**config.mk**
```make
export PLATFORM = sky130hd
export DESIGN_NAME = bb_health_mon
export DESIGN_NICKNAME = d
export VERILOG_FILES = /design/src/rtl/bb_health_mon.sv
export SDC_FILE = /design/constraint.sdc
export NUM_CORES = 1
export LEC_CHECK = 0
export BUFFER_PORTS_ARGS = -buffer_cell sky130_fd_sc_hd__buf_2
export CAP_MARGIN = 30
export CORE_MARGIN = 8
export CORE_UTILIZATION = 55
export DETAILED_ROUTE_END_ITERATION = 6
export PLACE_DENSITY = 0.78
export SYNTH_ARGS = -nofsm -noshare
export SYNTH_HDL_FRONTEND = slang
export SYNTH_SLANG_ARGS = --single-unit
```
**constraint.sdc**
```tcl
create_clock -name clk -period 6.28 [get_ports clk]
set_clock_uncertainty 0.2 [all_clocks]
set_input_delay 1.57 -clock clk [delete_from_list [all_inputs] [get_ports clk]]
set_output_delay 1.57 -clock clk [all_outputs]
set_load 0.05 [all_outputs]
```
**src/rtl/bb_health_mon.sv**
```systemverilog
module bb_health_mon #(
  parameter int CODE_W   = 5,
  parameter int CODE_MIN = -16,
  parameter int CODE_MAX = 13,
  parameter int SETTLE_W = 12,
  parameter int MARGIN_W = 4
) (
  input  logic                       clk,
  input  logic                       rst_n,
  input  logic                       start_i,
  input  logic                       calib_i,
  input  logic [SETTLE_W-1:0]        settle_i,
  input  logic signed [CODE_W-1:0]   ref_i,
  input  logic signed [CODE_W-1:0]   temp_adj_i,
  input  logic [MARGIN_W-1:0]        margin_i,
  input  logic                       test_pass_i,
  output logic signed [CODE_W-1:0]   bias_code_o,
  output logic                       busy_o,
  output logic                       done_o,
  output logic signed [CODE_W-1:0]   min_pass_o,
  output logic                       ref_wr_o,
  output logic                       degrade_o,
  output logic                       fail_o
);
  localparam int EXT_W = CODE_W + MARGIN_W;
  localparam logic signed [CODE_W-1:0] MIN_C = CODE_W'(CODE_MIN);
  localparam logic signed [CODE_W-1:0] MAX_C = CODE_W'(CODE_MAX);
  localparam logic signed [CODE_W-1:0] ONE_C = CODE_W'(1);

  typedef enum logic {IDLE, SWEEP} state_t;
  state_t state;

  logic [SETTLE_W-1:0]      cnt, settle_q;
  logic                     calib_q;
  logic signed [EXT_W-1:0]  limit_q, code_ext, limit_d;

  assign code_ext = EXT_W'(bias_code_o);
  assign limit_d  = EXT_W'(ref_i) + EXT_W'(temp_adj_i) + EXT_W'(margin_i);
  assign busy_o   = (state == SWEEP);

  always_ff @(posedge clk or negedge rst_n) begin
    if (!rst_n) begin
      state       <= IDLE;
      bias_code_o <= MIN_C;
      cnt         <= '0;
      settle_q    <= '0;
      calib_q     <= 1'b0;
      limit_q     <= '0;
      min_pass_o  <= MIN_C;
      done_o      <= 1'b0;
      ref_wr_o    <= 1'b0;
      degrade_o   <= 1'b0;
      fail_o      <= 1'b0;
    end else begin
      done_o   <= 1'b0;
      ref_wr_o <= 1'b0;
      case (state)
        IDLE: if (start_i) begin
          state       <= SWEEP;
          bias_code_o <= MIN_C;
          cnt         <= '0;
          settle_q    <= settle_i;
          calib_q     <= calib_i;
          limit_q     <= limit_d;
          degrade_o   <= 1'b0;
          fail_o      <= 1'b0;
        end
        SWEEP: begin
          if (cnt != settle_q) begin
            cnt <= cnt + 1'b1;
          end else if (test_pass_i) begin
            state      <= IDLE;
            done_o     <= 1'b1;
            min_pass_o <= bias_code_o;
            if (calib_q) ref_wr_o  <= 1'b1;
            else         degrade_o <= (code_ext > limit_q);
          end else if (bias_code_o == MAX_C) begin
            state  <= IDLE;
            done_o <= 1'b1;
            fail_o <= 1'b1;
          end else begin
            bias_code_o <= bias_code_o + ONE_C;
            cnt         <= '0;
          end
        end
        default: state <= IDLE;
      endcase
    end
  end

  a_r6_ceiling: assert property (@(posedge clk) disable iff (!rst_n)
    bias_code_o <= MAX_C);
  a_r6_fail_excl: assert property (@(posedge clk) disable iff (!rst_n)
    !(fail_o && (degrade_o || ref_wr_o)));
  a_r4_wr_with_done: assert property (@(posedge clk) disable iff (!rst_n)
    ref_wr_o |-> (done_o && !degrade_o));
  a_r2_single_step: assert property (@(posedge clk) disable iff (!rst_n)
    (busy_o && $past(busy_o) && !$stable(bias_code_o)) |-> (bias_code_o == $past(bias_code_o) + ONE_C));
  a_r8_done_pulse: assert property (@(posedge clk) disable iff (!rst_n)
    done_o |=> !done_o);
  a_r3_idle_hold: assert property (@(posedge clk) disable iff (!rst_n)
    (!busy_o && $past(!busy_o)) |-> $stable(bias_code_o));
endmodule

```
Word-level counts from Yosys, hierarchy flattened
Cells that the tools add are included.
{"block": "totals", "register_bits": 49, "in_bits": 31, "wordCells": 67}
{"block": "op_classes", "add_sub_neg": 4, "order_cmp": 1, "eq_ne": 11, "n_mux": 32, "n_bitwise": 2, "reduce_logical": 6}
{"op": "2-to-1 mux 12 bit", "n": 4}
{"op": "one-hot mux 12 bit (2 select lines)", "n": 1}
{"op": "2-to-1 mux 5 bit", "n": 4}
{"op": "2-to-1 mux 1 bit", "n": 19}
{"op": "adder 12 x 1 -> 12 bit (second input constant)", "n": 1}
{"op": "inequality test 12 bit", "n": 1}
{"op": "inequality test 2 bit (second input constant)", "n": 6}
{"op": "AND reduction 4 bit", "n": 3}
{"op": "one-hot mux 5 bit (2 select lines)", "n": 1}
{"op": "> comparator 5 x 9 -> 1 bit", "n": 1}
{"op": "adder 6 x 5 -> 7 bit", "n": 1}
{"op": "adder 5 x 5 -> 6 bit", "n": 1}
{"op": "one-hot mux 1 bit (2 select lines)", "n": 3}
{"op": "AND reduction 3 bit", "n": 2}
{"op": "adder 5 x 2 -> 5 bit (second input constant)", "n": 1}
{"op": "== test 5 bit (second input constant)", "n": 1}
{"op": "inequality test 3 x 2 -> 1 bit (second input constant)", "n": 1}
{"op": "inequality test 3 bit (second input constant)", "n": 1}
{"op": "inequality test 2 x 1 -> 1 bit (second input constant)", "n": 1}
{"op": "inverter 1 bit", "n": 2}
{"op": "AND reduction 2 bit", "n": 1}

Logic depth before layout (Yosys ltp)
Gate-level depths: netlist of run 1.
{"block": "depth", "ltp_word": 5, "ltp_mapped": 11, "depth_no_buf": 11}

Worst setup path after synthesis of run 1
OpenSTA, ideal clock, no wires.
{"block": "synth_timing", "kind": "input-to-reg", "from": "input ref_i[1]", "to": "register limit_q[5]", "setup_time_ns": 0.138, "arrival_ns": 3.084, "required_ns": 5.942, "path_slack_ns": 2.858, "path_stages": 9, "path_buffers": 0, "path_cell_list": "fa_1 -> ha_1 -> inv_1 -> fa_1 -> inv_1 -> a21o_1 -> a21oi_1 -> xnor2_1 -> o21ai_0"}
{"block": "synth_between", "elab_chain_cells": 2}
{"item": "from (decl)", "line_no": "13", "rtl": "input logic signed [CODE_W-1:0] ref_i,"}
{"item": "adder 5 x 5 -> 6 bit", "line_no": "38", "rtl": "assign limit_d = EXT_W'(ref_i) + EXT_W'(temp_adj_i) + EXT_W'(margin_i);"}
{"item": "adder 6 x 5 -> 7 bit", "line_no": "38"}
{"item": "to (signal assigned)", "line_no": "64", "rtl": "limit_q <= limit_d;"}
{"item": "to (decl)", "line_no": "35", "rtl": "logic signed [EXT_W-1:0] limit_q, code_ext, limit_d;"}
Every way passes these cells.
A chain may end at the register's enable or synchronous reset.

Worst setup path in the final report of run 1
Ends and elaborated chain as after synthesis.

==> results.toml, run 1 <==
[outcome]
outcome = "finished clean"

[die]
die_w_um = 86.1
row_count = 25
dieArea_mm2 = 0.00742
start_util = 0.573
pin_count = 46
coreArea_mm2 = 0.00472
fp.dieH_um = 86.1

[power]
clkPwrFrac = 0.167
p_sw_mw = 0.426
leakage_nw = 1.57
pwr-share-comb = 0.375
power_per_cell_area_mw_per_mm2 = 346
p_sw_frac = 0.397
intPower_mw = 0.647
seq_power_share = 0.458
ir_drop_v = 0.000164

[clock_tree]
postCtsHoldBufs = 0
cts.sinks = 47
cts_setup_buffers = 0
path_clk_slew_ns = 0.08
cts_max_level = 2
insertion_delay_ns = 0.30
cts_tree = "done"
cts_resized = 0
cts_root_buffer = "clkbuf_8"
cts_max_path_buffers = 2
cts_inserted_buffers = 5

[sta]
slew_violations = 0
hold_violations = 0
fin_setup_tns_ns = 0
fmax_mhz = 305
setup_viol = 0
rsz0062_at_grt = "false"
maxSlewHeadroom = 0.625
period_minus_slack_ns = 3.28
tightestPinTransition_ns = 0.561
period_share = 0.522
hold_slack_ns = 0.284

[yosys]
yosysUniqueCellTypes = 47
synth_area_leaders = "dfrtp_1 42%, ha_1 7.4%, nand2_1 7.1%, xor2_1 4.2%, fa_1 3.7%"
synth.avg_cell_area_um2 = 9.70
ys_warn_count = 0
netlist_top_cells_count = "51 x nand2_1, 45 x dfrtp_1, 23 x inv_1, 18 x o21ai_0, 16 x ha_1"
synth_most_common_cell = "nand2_1"
synth_area_mm2 = 0.00271
syn-num-nets = 331
synth_seq_cells = 47
ys_async_sr_fraction = 1.00
synth_top_area_share = 0.416
synthCells = 279
yosys.area.top_type = "dfrtp_1"
ys_seq_area_frac = 0.436
synth_edf_count = 0
synthFlopType = "dfrtp_1"

[global_routing]
grt_pass1_wl_um = 9780
grt_pass1_vias = 2115
grt_max_degree = 28
antenna_found_initial = 0
grt_usage = 0.164
grt_overflow = 0

[layout]
syn_to_final_growth_pct = 14.6
layout.nets = 377
fillers = 395
finalNonFillerCells = 393
drive_above_1_share = 0.224
num_antenna_cells = 0

[routing]
dr.pass1.iters = 4
first_iter_violations = 105
routed-via-count = 2075
routed_wl_um = 5480
wl_per_cell_um = 13.9
drc_errors = 0
routed_via_density = 5.28
ant_nets = 0

[job]
cap_violations = 0

[critical_path]
endpoint_kind = "flop"
cp_cell_sequence = "buf_2, fa_1, ha_1, inv_1, fa_1, inv_1, a21o_1, a21oi_1, xnor2_1, o21ai_0"
slowest_stage = "fa_1"
cpPeakStageDelay_ns = 0.53
crit_path_start_kind = "primary input"
crit_type = "primary input to flop"
cp.required_ns = 6.30
cp_max_fo = 2
arrival_ns = 3.30

[placed_design]
port_buffers = 45
dp.cells = 384
dpl.hpwl_um = 4020
place_congestion = 0.832

[min_path]
hp-class = "flop to flop"
final timing paths:
check	startpoint	endpoint	slack, ns	cells past startpoint
hold reg to reg	limit_q[5]	limit_q[5]	0.28	2
hold / removal	limit_q[5]	limit_q[5]	0.28	2
min in group asynchronous	rst_n	limit_q[7]	1.05	1
max in group asynchronous	rst_n	cnt[9]	4.32	2
setup reg to reg	bias_code_o[1]	cnt[9]	3.69	7
setup / recovery	ref_i[1]	limit_q[5]	3.00	10
state kept, by name, summed over array words and instances (netlist names):
name and cells:
limit_q 7, bias_code_o 5, settle_q 12, ref_wr_o 1, min_pass_o 5, calib_q 1, fail_o 1, busy_o 1
cnt 12, degrade_o 1, done_o 1
cell usage in the layout (no fill, tap or decap), types with 6 or more instances in the layout:
cell     count
nand2_1     51
dfrtp_1     45
buf_2       45
inv_1       23
o21ai_0     18
ha_1        16
xor2_1      13
a21oi_1     13
nand3_1     10
nor2_1       8
or4_1        7
o31ai_1      6
cell type report:
type | count | area (um2) | area share
Timing Repair Buffer | 48 | 275 | 0.0888
Tap cell | 67 | 83.8 | 0.0270
Inverter | 23 | 86.3 | 0.0279
Multi-Input combinational cell | 200 | 1390 | 0.449
Clock inverter | 2 | 12.5 | 0.00404
Sequential cell | 47 | 1180 | 0.380
Clock buffer | 6 | 72.6 | 0.0234
critical path: cells and delay by family:
| family | cells | cell delay [ns] |
|---|---|---|
| buf+inv | 3 | 0.23 |
| compound gates | 3 | 0.31 |
| xor+xnor | 1 | 0.12 |
| fa+ha+maj | 3 | 1.08 |
routing by layer:
layer  wire [um]  GRT usage
met5           0          0
met4          97     0.0653
met3         240     0.0363
met2        2480      0.253
met1        2670      0.216
power by group through the flow:
stage / combinational (mW) / sequential (mW) / clock (mW)
after floorplan: 0.278 / 0.510 / 0
after global placement: 0.385 / 0.493 / 0
after detailed placement: 0.401 / 0.497 / 0
after CTS: 0.407 / 0.491 / 0.185
after global routing: 0.459 / 0.507 / 0.196
final: 0.403 / 0.492 / 0.179
stage by stage:
| stage | instance area (um2) | setup slack [ns] | util | power, mW |
|---|---|---|---|---|
| 3_5_place_dp | 3000 | 2.63 | 0.635 | 0.898 |
| 5_1_grt | 3100 | 2.86 | 0.656 | 1.16 |
| 3_3_place_gp | 2970 | 2.68 | 0.629 | 0.878 |
| 6_report | 3100 | 3.00 | 0.656 | 1.07 |
| 2_1_floorplan | 2710 | 2.86 | - | 0.788 |
| 4_1_cts | 3080 | 2.95 | 0.653 | 1.08 |
kinds of logic (layout without fill, tap and decap cells):
kind of cell,count (synthesis),in the layout,share of synthesized area
adder cells (fa/ha/maj),21,21,0.111
flip-flops,47,47,0.436
multiplexers,7,7,0.0282
XOR/XNOR,15,15,0.0486
AND/OR/NAND/NOR,108,108,0.212
buffers and inverters,32,79,0.0504
AO/OA/AOI/OAI,49,49,0.114
(Power assumes the default switching activity.)
==> run 2, diff against run 1 <==
==> constraint.sdc (replaced) <==
create_clock -name clk -period 3.3 [get_ports clk]
set_clock_uncertainty 0.2 [all_clocks]
set_input_delay 0.825 -clock clk [delete_from_list [all_inputs] [get_ports clk]]
set_output_delay 0.825 -clock clk [all_outputs]
set_load 0.05 [all_outputs]
==> run 2 against run 1 <==
Combinational power grew 91%; sequential power rose by 90%; critical path depth decreased by 3; highest routed layer unchanged.
==> results.toml, run 2 (synthesis gave the netlist of run 1 again) <==
[clock_tree]
cts_max_path_buffers = 2
cts_resized = 0
cts.sinks = 47
cts_root_buffer = "clkbuf_8"
cts_max_level = 2
postCtsHoldBufs = 0
path_clk_slew_ns = 0.09
cts_inserted_buffers = 5
cts_tree = "done"
insertion_delay_ns = 0.30
cts_setup_buffers = 0

[sta]
maxSlewHeadroom = 0.610
hold_violations = 0
fmax_mhz = 384
setup_viol = 0
rsz0062_at_grt = "false"
fin_setup_tns_ns = 0
period_minus_slack_ns = 2.60
period_share = 0.789
slew_violations = 0
tightestPinTransition_ns = 0.585

[power]
power_per_cell_area_mw_per_mm2 = 703
leakage_nw = 1.59
ir_drop_v = 0.000301

[placed_design]
port_buffers = 45
place_congestion = 0.839
dpl.hpwl_um = 4180

[job]
cap_violations = 0

[routing]
routed_via_density = 5.42
routed_wl_um = 5620
routed-via-count = 2131
first_iter_violations = 138
dr.pass1.iters = 4
drc_errors = 0
ant_nets = 0
wl_per_cell_um = 14.3

[critical_path]
arrival_ns = 2.63
slowest_stage = "or4_1"
crit_type = "flop to flop"
cp.required_ns = 3.32
endpoint_kind = "flop"
path_buf_inv = 1
cpPeakStageDelay_ns = 0.58
cp_max_fo = 19
crit_path_start_kind = "flop"
cp_cell_sequence = "inv_1, ha_1, and4b_1, o21ai_2, and4b_1, or4_1, a21oi_1"
cp_common_cell = "and4b_1"
crit_family = "simple AND/OR/NAND/NOR gates"

[global_routing]
antenna_found_initial = 0
grt_max_degree = 27
grt_pass1_wl_um = 10100
grt_usage = 0.167
grt_overflow = 0
grt_pass1_vias = 2228

[layout]
final_core_util = 0.663
num_antenna_cells = 0
mostFrequentLayoutCell = "nand2_1"
reg_top3 = "cnt (12), settle_q (12), limit_q (7)"
fillers = 382
multi_input_area_mm2 = 0.00139
layout.nets = 377
drive_above_1_share = 0.224
layout_common_cells = "51 x nand2_1, 45 x dfrtp_1, 45 x buf_2, 23 x inv_1, 18 x o21ai_0"
syn_to_final_growth_pct = 15.8
seqCellArea_mm2 = 0.00118

[die]
dieArea_mm2 = 0.00742
coreArea_mm2 = 0.00472
fp.dieH_um = 86.1
pin_count = 46
start_util = 0.573
row_count = 25
die_w_um = 86.1

[outcome]
outcome = "finished clean"

[min_path]
hp-class = "primary input to asynchronous set/reset pin"
run 2: layout make-up:
type,instances,share of cell area
tap,67,0.0268
sequential,47,0.376
multi-input combinational,200,0.444
timing repair buffer,48,0.0831
clock buffer,6,0.0232
clock inverter,2,0.0192
inverter,23,0.0276
run 2: power breakdown:
part | switching [mW] | leakage [nW] | internal [mW]
Clock | 0.194 | 0.0654 | 0.303
Combinational | 0.450 | 0.922 | 0.319
Sequential | 0.173 | 0.602 | 0.763
Total | 0.817 | 1.59 | 1.39
run 2: per-stage QoR:
| stage | power, mW | area (um2) | hold WS [ns] | setup slack [ns] | cells |
|---|---|---|---|---|---|
| 2_1_floorplan | 1.50 | 2710 | 0.250 | 0.623 | 279 |
| 3_3_place_gp | 1.67 | 2980 | 0.261 | 0.477 | 384 |
| 3_5_place_dp | 1.71 | 3000 | 0.272 | 0.433 | 385 |
| 4_1_cts | 2.21 | 3130 | 0.291 | 0.686 | 393 |
| 5_1_grt | 2.37 | 3130 | 0.315 | 0.536 | 393 |
| 6_report | 2.20 | 3130 | 0.285 | 0.696 | 393 |
run 2: path summary, 6_finish.rpt:
path | endpoint | slack (ns) | from | cells past startpoint
setup / recovery | cnt[7] | 0.70 | bias_code_o[1] | 7
hold / removal | bias_code_o[0] | 0.29 | rst_n | 1
setup reg to reg | cnt[7] | 0.70 | bias_code_o[1] | 7
hold reg to reg | limit_q[2] | 0.29 | limit_q[2] | 2
max in group asynchronous | cnt[11] | 2.11 | rst_n | 2
min in group clk | limit_q[2] | 0.29 | limit_q[2] | 2
run 2: metal layers:
layer | GRT usage | share of wire | wire length [um] | up-vias
met3 | 0.0306 | 0.039 | 217 | 6
met1 | 0.219 | 0.47 | 2660 | 1015
met2 | 0.271 | 0.48 | 2690 | 55
met4 | 0.0478 | 0.010 | 57 | 0
li1 | - | - | - | 1055
met5 | 0 | 0 | 0 | -
